`src/rtl/tmr_pkg.sv`:
```
package tmr_pkg;

  localparam int CNT_W  = 16;
  localparam int DIGITS = CNT_W / 4;
  localparam int LEN_W  = CNT_W + 1;

  typedef logic [CNT_W-1:0] cnt_t;
  typedef logic [LEN_W-1:0] len_t;

  typedef enum logic [2:0] {
    M_TC_INT  = 3'd0,
    M_ONESHOT = 3'd1,
    M_RATE    = 3'd2,
    M_SQUARE  = 3'd3,
    M_SW_STB  = 3'd4,
    M_HW_STB  = 3'd5
  } mode_e;

  // codes 6 and 7 alias the periodic modes
  function automatic mode_e decode_mode(input logic [2:0] code);
    case (code)
      3'd6:    return M_RATE;
      3'd7:    return M_SQUARE;
      default: return mode_e'(code);
    endcase
  endfunction

  // one step down in the selected number system, wrapping at zero
  function automatic cnt_t dec_count(input cnt_t v, input logic bcd);
    cnt_t r;
    logic borrow;
    logic [3:0] dig;
    if (!bcd) return v - cnt_t'(1);
    r = v;
    borrow = 1'b1;
    for (int i = 0; i < DIGITS; i++) begin
      dig = v[4*i +: 4];
      if (borrow) begin
        if (dig == 4'd0) begin
          dig = 4'd9;
          borrow = 1'b1;
        end else begin
          dig = dig - 4'd1;
          borrow = 1'b0;
        end
      end
      r[4*i +: 4] = dig;
    end
    return r;
  endfunction

  // numeric magnitude of a counter word
  function automatic len_t count_value(input cnt_t v, input logic bcd);
    len_t acc;
    if (!bcd) return len_t'(v);
    acc = '0;
    for (int i = DIGITS - 1; i >= 0; i--)
      acc = acc * len_t'(10) + len_t'(v[4*i +: 4]);
    return acc;
  endfunction

  function automatic len_t full_range(input logic bcd);
    len_t acc;
    if (!bcd) return len_t'(1) << CNT_W;
    acc = len_t'(1);
    for (int i = 0; i < DIGITS; i++) acc = acc * len_t'(10);
    return acc;
  endfunction

  // period length in steps; a zero word means the full range
  function automatic len_t period_len(input cnt_t v, input logic bcd);
    if (v == '0) return full_range(bcd);
    return count_value(v, bcd);
  endfunction

endpackage

```
`src/rtl/tmr_gate_edge.sv`:
```
module tmr_gate_edge (
  input  logic clk,
  input  logic rst_n,
  input  logic gate,
  output logic rise
);
  logic gate_q;

  always_ff @(posedge clk or negedge rst_n) begin
    if (!rst_n) gate_q <= 1'b0;
    else        gate_q <= gate;
  end

  assign rise = gate & ~gate_q;


  rise_single_chk: assert property (@(posedge clk) disable iff (!rst_n)
    rise |=> !rise);

endmodule

```
`src/rtl/tmr_down_counter.sv`:
```
module tmr_down_counter
  import tmr_pkg::*;
(
  input  logic clk,
  input  logic rst_n,
  input  logic ld,
  input  cnt_t ld_val,
  input  logic step,
  input  logic bcd,
  output cnt_t cnt
);
  cnt_t cnt_q;

  always_ff @(posedge clk or negedge rst_n) begin
    if (!rst_n)    cnt_q <= '0;
    else if (ld)   cnt_q <= ld_val;
    else if (step) cnt_q <= dec_count(cnt_q, bcd);
  end

  assign cnt = cnt_q;


  step_dec_chk: assert property (@(posedge clk) disable iff (!rst_n)
    (step && !ld) |=> cnt_q == dec_count($past(cnt_q), $past(bcd)));


  load_take_chk: assert property (@(posedge clk) disable iff (!rst_n)
    ld |=> cnt_q == $past(ld_val));

endmodule

```
`src/rtl/tmr_ctrl.sv`:
```
module tmr_ctrl
  import tmr_pkg::*;
(
  input  logic       clk,
  input  logic       rst_n,
  input  logic       mode_wr,
  input  logic [2:0] mode_code,
  input  logic       bcd_sel,
  input  logic       load_wr,
  input  cnt_t       load_val,
  input  logic       hold_req,
  input  logic       gate,
  input  logic       gate_rise,
  input  cnt_t       cnt,
  output logic       ld,
  output cnt_t       ld_val,
  output logic       step,
  output logic       bcd_q,
  output logic       out
);
  mode_e mode_q, mode_n;
  cnt_t  reload_q, reload_n;
  logic  bcd_n, run_q, run_n, armed_q, armed_n, out_q, out_n;

  logic  level_gated, edge_started, trig, advance, at_one, pulse_mode;
  cnt_t  cnt_dec;
  len_t  half_len;

  assign level_gated  = mode_q inside {M_TC_INT, M_RATE, M_SQUARE, M_SW_STB};
  assign edge_started = mode_q inside {M_ONESHOT, M_HW_STB};
  assign pulse_mode   = mode_q inside {M_RATE, M_SW_STB, M_HW_STB};
  assign trig         = edge_started && armed_q && gate_rise;
  assign advance      = run_q && (gate || !level_gated);
  assign at_one       = (cnt == cnt_t'(1));
  assign cnt_dec      = dec_count(cnt, bcd_q);
  assign half_len     = period_len(reload_q, bcd_q) >> 1;

  always_comb begin
    mode_n   = mode_q;
    bcd_n    = bcd_q;
    reload_n = reload_q;
    run_n    = run_q;
    armed_n  = armed_q;
    out_n    = (pulse_mode && !out_q) ? 1'b1 : out_q;
    ld       = 1'b0;
    ld_val   = reload_q;
    step     = 1'b0;
    if (mode_wr) begin
      mode_n  = decode_mode(mode_code);
      bcd_n   = bcd_sel;
      run_n   = 1'b0;
      armed_n = 1'b0;
      out_n   = (decode_mode(mode_code) != M_TC_INT);
    end else if (load_wr) begin
      reload_n = load_val;
      armed_n  = 1'b1;
      if (!edge_started) begin
        ld     = 1'b1;
        ld_val = load_val;
        run_n  = 1'b1;
        out_n  = (mode_q != M_TC_INT);
      end
    end else if (hold_req && mode_q == M_TC_INT) begin
      run_n = 1'b0;
    end else if (trig) begin
      ld    = 1'b1;
      run_n = 1'b1;
      out_n = (mode_q == M_HW_STB);
    end else if (advance) begin
      case (mode_q)
        M_TC_INT: begin
          step = 1'b1;
          if (at_one) out_n = 1'b1;
        end
        M_ONESHOT: begin
          step = 1'b1;
          if (at_one) begin
            out_n = 1'b1;
            run_n = 1'b0;
          end
        end
        M_RATE: begin
          if (at_one) begin
            ld    = 1'b1;
            out_n = 1'b0;
          end else begin
            step = 1'b1;
          end
        end
        M_SQUARE: begin
          if (at_one) begin
            ld    = 1'b1;
            out_n = 1'b1;
          end else begin
            step  = 1'b1;
            out_n = (count_value(cnt_dec, bcd_q) > half_len);
          end
        end
        default: begin
          step = 1'b1;
          if (at_one) begin
            out_n = 1'b0;
            run_n = 1'b0;
          end
        end
      endcase
    end
  end

  always_ff @(posedge clk or negedge rst_n) begin
    if (!rst_n) begin
      mode_q   <= M_TC_INT;
      bcd_q    <= 1'b0;
      reload_q <= '0;
      run_q    <= 1'b0;
      armed_q  <= 1'b0;
      out_q    <= 1'b0;
    end else begin
      mode_q   <= mode_n;
      bcd_q    <= bcd_n;
      reload_q <= reload_n;
      run_q    <= run_n;
      armed_q  <= armed_n;
      out_q    <= out_n;
    end
  end

  assign out = out_q;


  strobe_width_chk: assert property (@(posedge clk) disable iff (!rst_n)
    (mode_q inside {M_SW_STB, M_HW_STB} && !out_q && !mode_wr) |=> out_q);


  tc_level_hold_chk: assert property (@(posedge clk) disable iff (!rst_n)
    (mode_q == M_TC_INT && out_q && !mode_wr && !load_wr) |=> out_q);


  gate_pause_chk: assert property (@(posedge clk) disable iff (!rst_n)
    (run_q && level_gated && !gate && !mode_wr && !load_wr && !hold_req)
      |=> $stable(cnt));


  oneshot_low_run_chk: assert property (@(posedge clk) disable iff (!rst_n)
    (mode_q == M_ONESHOT && !out_q) |-> run_q);


  mode_write_freeze_chk: assert property (@(posedge clk) disable iff (!rst_n)
    mode_wr |=> (!run_q && $stable(cnt)));

endmodule

```
`src/rtl/tmr_channel.sv`:
```
module tmr_channel
  import tmr_pkg::*;
(
  input  logic             clk,
  input  logic             rst_n,
  input  logic             mode_wr,
  input  logic [2:0]       mode_code,
  input  logic             bcd_sel,
  input  logic             load_wr,
  input  logic [CNT_W-1:0] load_val,
  input  logic             hold_req,
  input  logic             gate,
  output logic             out,
  output logic [CNT_W-1:0] count
);
  logic gate_rise, ld, step, bcd_q;
  cnt_t ld_val, cnt;

  tmr_gate_edge u_edge (
    .clk  (clk),
    .rst_n(rst_n),
    .gate (gate),
    .rise (gate_rise)
  );

  tmr_ctrl u_ctrl (
    .clk      (clk),
    .rst_n    (rst_n),
    .mode_wr  (mode_wr),
    .mode_code(mode_code),
    .bcd_sel  (bcd_sel),
    .load_wr  (load_wr),
    .load_val (load_val),
    .hold_req (hold_req),
    .gate     (gate),
    .gate_rise(gate_rise),
    .cnt      (cnt),
    .ld       (ld),
    .ld_val   (ld_val),
    .step     (step),
    .bcd_q    (bcd_q),
    .out      (out)
  );

  tmr_down_counter u_cnt (
    .clk   (clk),
    .rst_n (rst_n),
    .ld    (ld),
    .ld_val(ld_val),
    .step  (step),
    .bcd   (bcd_q),
    .cnt   (cnt)
  );

  assign count = cnt;

endmodule

```
`config.mk`:
```
export PLATFORM = sky130hd
export DESIGN_NAME = tmr_channel
export DESIGN_NICKNAME = d
export VERILOG_FILES = /design/src/rtl/tmr_pkg.sv /design/src/rtl/tmr_gate_edge.sv /design/src/rtl/tmr_down_counter.sv /design/src/rtl/tmr_ctrl.sv /design/src/rtl/tmr_channel.sv
export SDC_FILE = /design/constraint.sdc
export NUM_CORES = 1
export LEC_CHECK = 0
export ABC_AREA = 1
export BUFFER_PORTS_ARGS = -buffer_cell sky130_fd_sc_hd__buf_2
export CORE_ASPECT_RATIO = 1.75
export CORE_MARGIN = 8
export CORE_UTILIZATION = 40
export DETAILED_ROUTE_END_ITERATION = 8
export HOLD_SLACK_MARGIN = 0.05
export PLACE_DENSITY_LB_ADDON = 0.08
export SYNTH_ARGS = -nofsm -noshare
export SYNTH_HDL_FRONTEND = slang
export SYNTH_HIERARCHICAL = 1
export SYNTH_SLANG_ARGS = --single-unit
```
`constraint.sdc`:
```
create_clock -name clk -period 10.5 [get_ports clk]
set_clock_uncertainty 0.15 [all_clocks]
set_input_delay 1.575 -clock clk [delete_from_list [all_inputs] [get_ports clk]]
set_output_delay 1.575 -clock clk [all_outputs]
set_load 0.03 [all_outputs]
```
# Word level (Yosys, flattened, before mapping)
# Cells that the tools add are included.
[op_classes]
addsub = 11
mul = 6
magnitude_cmp = 1
n_eq_ne = 10
n_mux = 103
bitwise = 3
reduce_logical = 34
[op_table]
columns = ["cell", "n"]
rows = [
  ["$mux W17", 15],
  ["$mux W16", 8],
  ["$add A17 B4 Y17", 6],
  ["$mul A17 B3 Y16 const B", 4],
  ["$mux W1", 67],
  ["$mux W4", 10],
  ["$reduce_bool A3 Y1", 6],
  ["$gt A17 B16 Y1", 1],
  ["$eq A16 B1 Y1 const B", 1],
  ["$logic_not A16 Y1", 1],
  ["$logic_not A4 Y1", 4],
  ["$sub A16 B1 Y16 const B", 1],
  ["$sub A4 B1 Y4 const B", 4],
  ["$mul A4 B3 Y7 const B", 2],
  ["$eq A3 B3 Y1 const B", 4],
  ["$reduce_bool A5 Y1", 2],
  ["$reduce_and A2 Y1", 4],
  ["$eq A3 B2 Y1 const B", 2],
  ["$pmux W3 S2", 1],
  ["$reduce_bool A2 Y1", 3],
  ["$logic_and A1 B1 Y1", 5],
  ["$ne A5 B1 Y1 const B", 1],
  ["$reduce_and A4 Y1", 1],
  ["$reduce_bool A4 Y1", 1],
  ["other kinds (11)", 14],
]
[word_totals]
register_bits = 40
in_bits = 26
out_inout_bits = 17
wordCells = 179

# Longest topological paths before layout
[depth]
depth_word = 31
depth_mapped = 59
mapped_depth_nobuf = 59

# Modules after synthesis
# Netlist, hierarchy kept.
[modules_own_cells]
columns = ["mod", "n_inst", "cells_per_inst", "area_each_um2", "seq_area_each_um2"]
rows = [
  ["tmr_ctrl", 1, 1090, 6876.6, 575.6],
  ["tmr_down_counter", 1, 224, 1377.6, 400.4],
  ["tmr_gate_edge", 1, 3, 35.0, 25.0],
]

# Worst setup path after synthesis
# OpenSTA, ideal clock, no wires.
[synth_path]
path_kind = "register to register"
startpoint = "register u_cnt.cnt_q[2], in the netlist u_cnt/cnt[2]"
endpoint = "register u_ctrl.out_q, in the netlist u_ctrl/out"
setup_ns = 0.116
arrival_ns = 7.218
t_required_ns = 10.234
path_slack_ns = 3.015
stages_incl_launch_ff = 52
n_path_buf = 0
period_less_slack_ns = 7.485
cell_sequence = "dfrtp_1 nor2_1 nand2_2 nor3_1 nand2_1 nor3_1 xor2_1 nand2_1 nand2_1 inv_1 ha_1 ha_1 inv_1 fa_1 xor2_1 inv_1 ha_1 ha_1 (+16 left out) a21boi_1 ha_1 nand2_1 nor2_1 a211oi_1 nand2_1 nand2_1 nand2_1 nand2_1 nand2_1 nand2_1 nand2_1 nand2_1 nand2_1 nand2_1 nand2_1 nand2_1 nand2_1"
[synth_between]
elab_chain_len = 31
elab_cells_between_ends = 40
classes_between = "add/sub (5); mul (3); order compare (1); eq/ne (1); mux (29); reduce/logical (1)"
[synth_lines]
columns = ["item", "line_no", "source"]
rows = [
  ["start, declared", "tmr_down_counter.sv:12", "cnt_t cnt_q;"],
  ["start signal, assigned", "tmr_down_counter.sv:16", "else if (ld) cnt_q <= ld_val;"],
  ["start signal, assigned", "tmr_down_counter.sv:17", "else if (step) cnt_q <= dec_count(cnt_q, bcd);"],
  ["$logic_not A4 Y1", "tmr_pkg.sv:39", "if (dig == 4'd0) begin"],
  ["$mux W1", "tmr_pkg.sv:39", ""],
  ["$mux W1", "tmr_pkg.sv:34", "r = v;"],
  ["$mux W1", "tmr_pkg.sv:38", "if (borrow) begin"],
  ["$mux W1", "tmr_pkg.sv:34", ""],
  ["$mux W1", "tmr_pkg.sv:38", ""],
  ["$mux W1", "tmr_pkg.sv:34", ""],
  ["$mux W4", "tmr_pkg.sv:38", ""],
  ["(+16 left out)", "-", ""],
  ["$mux W1", "tmr_ctrl.sv:91", "if (at_one) begin"],
  ["$pmux W1 S2 (*)", "tmr_ctrl.sv:70", "case (mode_q)"],
  ["$mux W1 (*)", "tmr_ctrl.sv:69", "end else if (advance) begin"],
  ["$mux W1 (*)", "tmr_ctrl.sv:65", "end else if (trig) begin"],
  ["$mux W1 (*)", "tmr_ctrl.sv:63", "end else if (hold_req && mode_q == M_TC_INT) begin"],
  ["$mux W1 (*)", "tmr_ctrl.sv:54", "end else if (load_wr) begin"],
  ["$mux W1 (*)", "tmr_ctrl.sv:48", "if (mode_wr) begin"],
  ["via u_ctrl.out_n", "tmr_ctrl.sv:23", "logic bcd_n, run_q, run_n, armed_q, armed_n, out_q, out_n;"],
  ["end signal, assigned", "tmr_ctrl.sv:124", "out_q <= out_n;"],
  ["end, declared", "tmr_ctrl.sv:23", ""],
]
# The timed path passes the listed nets; every way through them passes the cells marked *. The select of a mux whose other input is x is not followed.
# A chain may end at the register's enable or synchronous reset.

# Worst setup path after layout
# Ends and elaborated chain as after synthesis.

==> out/metrics.yaml <==
outcome:
  status: "complete, no violations"
die:
  die_area_um2: 25770
  design.core.area_um2: 20290
  start_util: 0.4086
  die_h_um: 206.4
  ios: 43
  die_x_um: 124.8
  placementRows: 69
layout:
  drive_gt1_frac: 0.09601
  multiInputGateArea_um2: 6360
  diodes: 0
  regArea_um2: 1001
  layout.nets: 1512
  fillCellCount: 2206
  area_growth_pct: 7.743
synth:
  synthFlopType: "dfrtp_1"
  syn_avg_cell_area_um2: 6.294
  synth_area_leaders: "ha_1, nand2_1, dfrtp_1"
  synth_top_area_frac: 0.1826
  synthesis.area_um2: 8289
  ys_ff_latch: 40
  synthDistinctLibCells: 56
  synth_top_area_cell: "ha_1"
  synth-async-reset-ratio: 1.000
  seq_area_frac_synth: 0.1208
  yosysMostFrequentCell: "nand2_1"
  synthCells: 1317
  yosysWarnings: 6
  synthTopCellsByCount: "nand2_1, inv_1, nor2_1, ha_1, o21ai_0"
  synth_edf_count: 0
cts:
  clock_latency_ns: 0.30
  cts_resized: 0
  holdBufCountCts: 0
  cts_tree: "yes"
  cts_sinks: 40
  cts_buffer_depth: 2
  cts_max_level: 2
  clkTransAtPathRegs_ns: 0.07
  cts-root-buf: "clkbuf_16"
  post_cts_buffers: 0
  numCtsBuffers: 5
sta:
  rsz0062_at_grt: "false"
  period_share: 0.8238
  setup_violations: 0
  slew_violations: 0
  max_slew_margin: 0.3570
  fmax_mhz: 115.6
  fin_crit_ns: 8.650
  hold_violations: 0
  worst_slew_pin_slew_ns: 0.9646
  fin_tns_setup_ns: 0
placement:
  hpwlAfterDp_um: 19610
  gp_congestion: 0.9136
  port_buffers: 42
routing:
  wl_um: 23440
  route.detailed.drc: 0
  wl_per_cell_um: 14.63
  drtIter0Drc: 286
  viasPerCell: 5.092
  vias: 8158
  firstDrtPassIters: 5
  antenna_left: 0
global_route:
  grt-ovfl-total: 0
  grt_start_max_net_pins: 52
  grt_pass1_vias: 8175
  grt_pass1_wl_um: 38440
  grt_use_total: 0.1801
  antenna_found_initial: 0
setup_path:
  slowest_delay_ns: 0.52
  path_common_cell: "nand2_1"
  regToRegSetupSlack_ns: 1.85
  cp.arrival_ns: 8.69
  crit_type: "flop to flop"
  r2r-end: "u_ctrl/out"
  crit_path_end_kind: "flop"
  rr_worst_depth: 51
  cp_data_required_time_ns: 10.54
  path_max_fanout: 9
  r2r_start: "u_cnt/cnt[2]"
  critPathSlowestCell: "dfrtp_1"
  setup.worst_path.start_class: "flop"
worst_hold_path:
  hold_depth: 2
  hold_start: "u_ctrl/armed_q"
  holdPathEnd: "u_ctrl/armed_q"
  hold_path.class: "flop to flop"
flow_run:
  cap_violations: 0
-- routing by layer --
layer / GRT usage / wire length (µm) / share of wire
met1: 0.1843 / 9394 / 0.40
met2: 0.3614 / 12680 / 0.54
met3: 0.008729 / 369 / 0.016
met4: 0.08928 / 989 / 0.042
met5: 0 / 0 / 0
-- flip-flops by register name (all words and copies together) (netlist names) --
signal and cells:
u_ctrl/mode_q 3, u_ctrl/bcd_q 1, u_ctrl/out 1, u_ctrl/run_q 1, u_ctrl/reload_q 16, u_edge/gate_q 1, u_cnt/cnt 16, u_ctrl/armed_q 1
-- how the worst max path moves through the flow --
stage	from	to	slack [ns]	cells after the start
floorplan	u_cnt/cnt[2]	u_ctrl/out	3.02	51
global placement	u_cnt/cnt[4]	u_ctrl/out	1.82	51
detailed placement	u_cnt/cnt[2]	u_ctrl/out	1.76	53
CTS	u_cnt/cnt[2]	u_ctrl/out	1.74	53
global route	u_cnt/cnt[2]	u_ctrl/out	1.01	49
finish	u_cnt/cnt[2]	u_ctrl/out	1.85	51
-- logic make-up after synthesis --
group | synth area share
flops | 0.1208
buf+inv | 0.1125
compound gates | 0.1358
xor+xnor | 0.08075
simple gates | 0.3381
other cells | 0.0004524
fa+ha+maj | 0.2116
-- layout make-up --
type,count,share of cell area
Clock buffer,5,0.01401
Clock inverter,3,0.005184
Inverter,228,0.09583
Multi-Input combinational cell,1033,0.7121
Sequential cell,40,0.1121
Tap cell,248,0.03474
Timing Repair Buffer,45,0.02606
-- critical path: cells and delay by family (launching register included) --
kind,cells,cell delay [ns]
AND/OR/NAND/NOR,29,3.07
adder cells (fa/ha/maj),8,2.61
XOR/XNOR,5,1.24
flip-flops,1,0.52
AO/OA/AOI/OAI,3,0.48
buffers and inverters,6,0.47
-- layout by cell type, fill, tap and decap left out, drive strengths merged, types with 3 or more instances in the layout --
master  instances
a211oi          3
a21boi          3
a21oi          63
a31oi           5
buf            45
clkbuf          5
dfrtp          40
fa             12
ha            121
inv           228
nand2         354
nand3          70
nand3b         10
nand4          14
nor2          145
nor3           19
nor4            7
o211ai          6
o21ai          96
o21bai          3
o22ai           6
or2             3
xnor2          25
xor2           48
-- metrics by stage --
step / hold slack, ns / cells / util / setup WS [ns] / instance area, µm²
after floorplan: 0.3000 / 1318 / - / 3.015 / 8293
final: 0.3384 / 1602 / 0.4402 / 1.850 / 8931
after global routing: 0.3859 / 1602 / 0.4402 / 1.008 / 8931
after global placement: 0.3188 / 1594 / 0.4318 / 1.823 / 8760
after detailed placement: 0.3306 / 1594 / 0.4318 / 1.760 / 8760
after CTS: 0.3488 / 1602 / 0.4402 / 1.736 / 8931
Power is not shown: default switching activity piles up to over one toggle a cycle in this logic, so the estimate is an artifact.
